==> src/rtl/hib_seq_pkg.sv <==
package hib_seq_pkg;
  localparam int ADDR_W = 3;
  localparam int DATA_W = 8;
  localparam int EVT_N  = 3;

  localparam logic [ADDR_W-1:0] ADDR_CTRL = 3'd0;
  localparam logic [ADDR_W-1:0] ADDR_RAW  = 3'd1;
  localparam logic [ADDR_W-1:0] ADDR_MASK = 3'd2;
  localparam logic [ADDR_W-1:0] ADDR_MIS  = 3'd3;
  localparam logic [ADDR_W-1:0] ADDR_CLR  = 3'd4;

  typedef enum logic [2:0] {
    ST_RUN, ST_PEND, ST_HIB, ST_WAITPWR, ST_RSTPULSE
  } hibState_e;

  typedef struct packed {
    logic hibReq;
    logic wakeHit;
  } seqStrobe_t;
endpackage

==> src/rtl/hib_seq_dp.sv <==
module hib_seq_dp
  import hib_seq_pkg::*;
#(
  parameter int SYNC_STAGES = 2
) (
  input  logic              clk,
  input  logic              rst_n,
  input  logic [ADDR_W-1:0] regAddr,
  input  logic              regWe,
  input  logic [DATA_W-1:0] regWdata,
  output logic [DATA_W-1:0] regRdata,
  input  logic              wakePin,
  input  logic              rtcMatch,
  input  logic              lowBatt,
  output logic              irq,
  output logic              retainMode,
  output seqStrobe_t        strb
);
  localparam int SMSB = SYNC_STAGES - 1;

  logic [SYNC_STAGES-1:0] pinSync;
  logic pinPrev, pinEdge;
  logic pinEn, rtcEn;
  logic [EVT_N-1:0] rawStat, maskReg, misStat, evtNow, clrBits;
  logic ctrlWr;

  always_ff @(posedge clk or negedge rst_n) begin
    if (!rst_n) begin
      pinSync <= '0;
      pinPrev <= 1'b0;
    end else begin
      pinSync <= {pinSync[SMSB-1:0], wakePin};
      pinPrev <= pinSync[SMSB];
    end
  end
  assign pinEdge = pinSync[SMSB] & ~pinPrev;

  assign ctrlWr  = regWe && (regAddr == ADDR_CTRL);
  assign clrBits = (regWe && (regAddr == ADDR_CLR)) ? regWdata[EVT_N-1:0] : '0;
  assign evtNow  = {lowBatt, rtcMatch, pinEdge};

  always_ff @(posedge clk or negedge rst_n) begin
    if (!rst_n) begin
      pinEn      <= 1'b0;
      rtcEn      <= 1'b0;
      retainMode <= 1'b0;
      maskReg    <= '0;
      rawStat    <= '0;
    end else begin
      if (ctrlWr) begin
        pinEn      <= regWdata[1];
        rtcEn      <= regWdata[2];
        retainMode <= regWdata[3];
      end
      if (regWe && (regAddr == ADDR_MASK)) maskReg <= regWdata[EVT_N-1:0];
      rawStat <= (rawStat & ~clrBits) | evtNow;
    end
  end

  assign misStat = rawStat & maskReg;
  assign irq     = |misStat;

  assign strb.hibReq  = ctrlWr & regWdata[0] & (regWdata[1] | regWdata[2]);
  assign strb.wakeHit = (pinEdge & pinEn) | (rtcMatch & rtcEn);

  always_comb begin
    regRdata = '0;
    unique case (regAddr)
      ADDR_CTRL: regRdata = {4'b0, retainMode, rtcEn, pinEn, 1'b0};
      ADDR_RAW:  regRdata[EVT_N-1:0] = rawStat;
      ADDR_MASK: regRdata[EVT_N-1:0] = maskReg;
      ADDR_MIS:  regRdata[EVT_N-1:0] = misStat;
      default:   regRdata = '0;
    endcase
  end
endmodule

==> src/rtl/hib_seq_fsm.sv <==
module hib_seq_fsm
  import hib_seq_pkg::*;
#(
  parameter int RST_CYCLES = 16
) (
  input  logic       clk,
  input  logic       rst_n,
  input  seqStrobe_t strb,
  input  logic       flashBusy,
  input  logic       supplyGood,
  input  logic       retainMode,
  output hibState_e  curState,
  output logic       regOff,
  output logic       powerGate,
  output logic       pinsInput,
  output logic       chipRst
);
  localparam int CNT_W = $clog2(RST_CYCLES + 1);
  localparam logic [CNT_W-1:0] CNT_LAST = CNT_W'(RST_CYCLES - 1);

  hibState_e nxtState;
  logic [CNT_W-1:0] rstCnt;

  always_comb begin
    nxtState = curState;
    unique case (curState)
      ST_RUN:      if (strb.hibReq) nxtState = flashBusy ? ST_PEND : ST_HIB;
      ST_PEND:     if (!flashBusy) nxtState = ST_HIB;
      ST_HIB:      if (strb.wakeHit) nxtState = ST_WAITPWR;
      ST_WAITPWR:  if (supplyGood) nxtState = ST_RSTPULSE;
      ST_RSTPULSE: if (rstCnt == CNT_LAST) nxtState = ST_RUN;
      default:     nxtState = ST_RUN;
    endcase
  end

  always_ff @(posedge clk or negedge rst_n) begin
    if (!rst_n) begin
      curState <= ST_RUN;
      rstCnt   <= '0;
    end else begin
      curState <= nxtState;
      if (curState == ST_RSTPULSE) rstCnt <= rstCnt + 1'b1;
      else                         rstCnt <= '0;
    end
  end

  assign regOff    = (curState == ST_HIB) && !retainMode;
  assign powerGate = ((curState == ST_HIB) || (curState == ST_WAITPWR)) && retainMode;
  assign pinsInput = powerGate;
  assign chipRst   = (curState == ST_RSTPULSE);
endmodule

==> src/rtl/hib_seq_ctrl.sv <==
module hib_seq_ctrl
  import hib_seq_pkg::*;
#(
  parameter int SYNC_STAGES = 2,
  parameter int RST_CYCLES  = 16
) (
  input  logic              clk,
  input  logic              rst_n,
  input  logic [ADDR_W-1:0] regAddr,
  input  logic              regWe,
  input  logic [DATA_W-1:0] regWdata,
  output logic [DATA_W-1:0] regRdata,
  input  logic              wakePin,
  input  logic              rtcMatch,
  input  logic              lowBatt,
  input  logic              flashBusy,
  input  logic              supplyGood,
  output logic              regOff,
  output logic              powerGate,
  output logic              pinsInput,
  output logic              chipRst,
  output logic              irq
);
  seqStrobe_t strb;
  logic       retainMode;
  hibState_e  curState;

  hib_seq_dp #(.SYNC_STAGES(SYNC_STAGES)) u_dp (
    .clk(clk), .rst_n(rst_n), .regAddr(regAddr), .regWe(regWe),
    .regWdata(regWdata), .regRdata(regRdata), .wakePin(wakePin),
    .rtcMatch(rtcMatch), .lowBatt(lowBatt), .irq(irq),
    .retainMode(retainMode), .strb(strb)
  );

  hib_seq_fsm #(.RST_CYCLES(RST_CYCLES)) u_fsm (
    .clk(clk), .rst_n(rst_n), .strb(strb), .flashBusy(flashBusy),
    .supplyGood(supplyGood), .retainMode(retainMode), .curState(curState),
    .regOff(regOff), .powerGate(powerGate), .pinsInput(pinsInput),
    .chipRst(chipRst)
  );
endmodule

==> config.mk <==
export PLATFORM = sky130hd
export DESIGN_NAME = hib_seq_ctrl
export DESIGN_NICKNAME = d
export VERILOG_FILES = /design/src/rtl/hib_seq_pkg.sv /design/src/rtl/hib_seq_dp.sv /design/src/rtl/hib_seq_fsm.sv /design/src/rtl/hib_seq_ctrl.sv
export SDC_FILE = /design/constraint.sdc
export NUM_CORES = 1
export LEC_CHECK = 0
export ABC_AREA = 1
export BUFFER_PORTS_ARGS = -buffer_cell sky130_fd_sc_hd__buf_4
export CORE_UTILIZATION = 35
export CTS_CLUSTER_SIZE = 8
export DETAILED_ROUTE_END_ITERATION = 6
export GPL_TIMING_DRIVEN = 0
export PLACE_DENSITY = 0.62
export SYNTH_ARGS = -nofsm -noshare
export SYNTH_HDL_FRONTEND = slang
export SYNTH_SLANG_ARGS = --single-unit
==> constraint.sdc <==
create_clock -name clk -period 1.5 [get_ports clk]
set_input_delay 0.075 -clock clk [delete_from_list [all_inputs] [get_ports clk]]
set_output_delay 0.075 -clock clk [all_outputs]
set_load 0.01 [all_outputs]
==> impl_metrics.ini <==
[run_status]
outcome = finished, violations left
violations = design-rule violations

[route]
drt_first_iter_violations = 48
ant_nets = 0
drcViolationCount = 4
drt_first_pass_iters = 6
dr_total_vias = 979
routed_wl_microns = 2250
vias_per_cell = 4.75
post_drt_wl_per_cell_microns = 10.9

[floorplanning]
die_y_microns = 57.6
rows = 19
core-area_sq_um = 2830
start_util = 0.382
die_area_sq_um = 3310
die_w_microns = 57.6
pin_count = 32

[sta]
finalHoldViolations = 0
setup_viol_count_final = 0
finalCritPeriodShare = 0.969
finalCriticalPeriod_ns = 1.45
fmax_mhz = 688
rsz0062_at_grt = true
drv_slew = 0
tns_ns = 0
finClkSkew_ns = 0.00925
hold_ws_ns = 0.0409

[worst_hold_path]
min_from = supplyGood
hp-class = in -> reg
hold_depth = 3
holdPathEnd = u_fsm.curState[2]

[layout]
fin_util = 0.494
instances_no_fill = 206
nets = 198
drive_gt1_frac = 0.263
insertedDiodeCount = 0
syn_to_final_growth_pct = 29.4

[synth]
syn_area_sq_um = 1080
ys_seq_elements = 20
yosysSeqAreaShare = 0.463
synth_cells = 139
yosys_warnings = 0
syn_avg_cell_area_sq_um = 7.78
synth.distinct_cells = 20

[power]
power_uw = 1630
leakage_uw = 0.000747
vdd_ir_drop_max_mv = 0.524
p_per_area_nw_per_um2 = 1170

[clock_network]
cts_max_level = 1
clock_latency_ns = 0.30
cts_buffer_depth = 2
cts_buffers = 3
tritoncts = yes
numClockSinks = 20
root_buffer = clkbuf_4
clk_pin_slew_worst_paths_ns = 0.11

[critical_path]
end_kind = flip-flop
rr_startpoint = u_fsm.rstCnt[0]
crit_fanout = 4
worstPathArrival_ns = 1.65
worst_r2r_path_depth = 11
r2r-end = u_fsm.curState[0]
max_stage_delay_ns = 0.38
path_class = reg -> reg
ff2ff_setup_slack_ns = 0.05
cp.required_ns = 1.70
worstSetupStartpointType = flip-flop
crit_top_cell = nand2_1
crit_slowest_cell = dfrtp_1
crit_chain = ha_2 -> nand2_1 -> nor2_1 -> ha_1 -> inv_1 -> nand3_2 -> nand2_2 -> nor2_4 -> nand3_2 -> nand2_1 -> nand2_1

[global_route]
grt-ovfl-total = 0
grt_usage = 0.153
grt_antenna_before_repair = 0
first_global_vias = 952
grt_pass1_wl_microns = 3870
grt_max_degree = 21

[placement]
gp_congestion = 0.901
io_buffers = 23
dp.cells = 196
dp_hpwl_microns = 1690

[flow_run]
cap_violations = 0
==> where the power goes <==
group | internal [uW] | leakage [uW] | switching, uW
registers | 618 | 0.000245 | 87.6
clock network | 93.5 | 0.0000138 | 157
logic | 298 | 0.000489 | 377
==> metal layers <==
layer / wire [microns] / global-route usage
met1: 1080 / 0.204
met2: 1010 / 0.246
met3: 134 / 0.0272
met4: 26 / 0.0627
met5: 0 / 0
==> flip-flops by register name, indices dropped and copies added, names as in the netlist <==
| register | cells |
|---|---|
| u_fsm.rstCnt | 5 |
| u_dp.maskReg | 3 |
| u_dp.rawStat | 3 |
| u_fsm.curState | 3 |
| u_dp.pinSync | 2 |
| u_dp.pinEn | 1 |
| u_dp.pinPrev | 1 |
| u_dp.retainMode | 1 |
| u_dp.rtcEn | 1 |
==> timing repair <==
action                     CTS  global route
hold endpoints to repair    24             0
hold buffers                 5             0
buffers inserted             1             1
resized for setup            0             2
setup endpoints to repair    1             5
pin swaps                    0             1
==> cells in the final DEF, fill, tap and decap left out <==
cell type,count
nand2_1,34
buf_4,30
inv_1,21
dfrtp_1,20
nor2_1,15
o21ai_0,11
nand3_1,7
dlygate4sd3_1,5
conb_1,4
a21oi_1,3
nand2_2,3
nand3_2,3
nand4_1,3
clkbuf_4,3
inv_2,2
o211ai_1,2
nor2_4,2
nor2_2,1
o21bai_1,1
a32o_1,1
nor3_1,1
nor3_2,1
ha_2,1
ha_1,1
==> worst max-delay path by stage <==
stage / slack, ns / cells past startpoint / end / startpoint
6_report: 0.05 / 11 / u_fsm.curState[0] / u_fsm.rstCnt[0]
5_1_grt: -0.1 / 11 / u_fsm.curState[1] / u_fsm.rstCnt[0]
4_1_cts: 0.01 / 4 / powerGate / u_fsm.curState[1]
3_5_place_dp: 0.01 / 11 / u_fsm.curState[0] / u_fsm.rstCnt[0]
3_3_place_gp: 0.03 / 11 / u_fsm.curState[0] / u_fsm.rstCnt[0]
2_1_floorplan: 0.15 / 11 / u_fsm.curState[1] / u_fsm.rstCnt[0]
==> metrics by stage <==
| step | instance area, sq um | setup slack (ns) |
|---|---|---|
| finish | 1400 | 0.0462 |
| global route | 1400 | -0.0984 |
| CTS | 1380 | 0.0127 |
| detailed placement | 1300 | 0.0130 |
| global placement | 1300 | 0.0346 |
| floorplan | 1090 | 0.146 |
==> layout make-up <==
class / count / area (sq um)
Buffer: 5 / 37.5
Sequential cell: 20 / 500
Clock buffer: 3 / 22.5
Fill cell: 279 / 1430
Inverter: 23 / 86.3
Tap cell: 31 / 38.8
Timing Repair Buffer: 30 / 238
Multi-Input combinational cell: 94 / 475
==> cell usage after synthesis (all sizes together) <==
library cell  instances  area [sq um]
inv                  23          86.3
o211ai                2          15.0
o21bai                1          7.51
a32o                  1          10.0
nand4                 3          18.8
nor3                  2          10.0
dfrtp                20           500
a21oi                 3          15.0
nand2                37           146
conb                  1          3.75
nor2                 18          85.1
buf                   5          37.5
o21ai                11          55.1
nand3                10          65.1
ha                    2          25.0
==> cell families (layout without fill, tap and decap cells) <==
family          after synthesis  count (layout)  share of synthesized area
compound gates               18              18                     0.0949
simple gates                 70              70                      0.301
fa+ha+maj                     2               2                     0.0231
other cells                   1               4                    0.00347
buf+inv                      28              61                      0.115
flops                        20              20                      0.463
==> worst max-delay path, delay by kind of cell, from the launching register on <==
family        cells  cell delay, ns
flops             1            0.38
buf+inv           1            0.05
fa+ha+maj         2            0.35
simple gates      8            0.59
(Power assumes the default switching activity.)
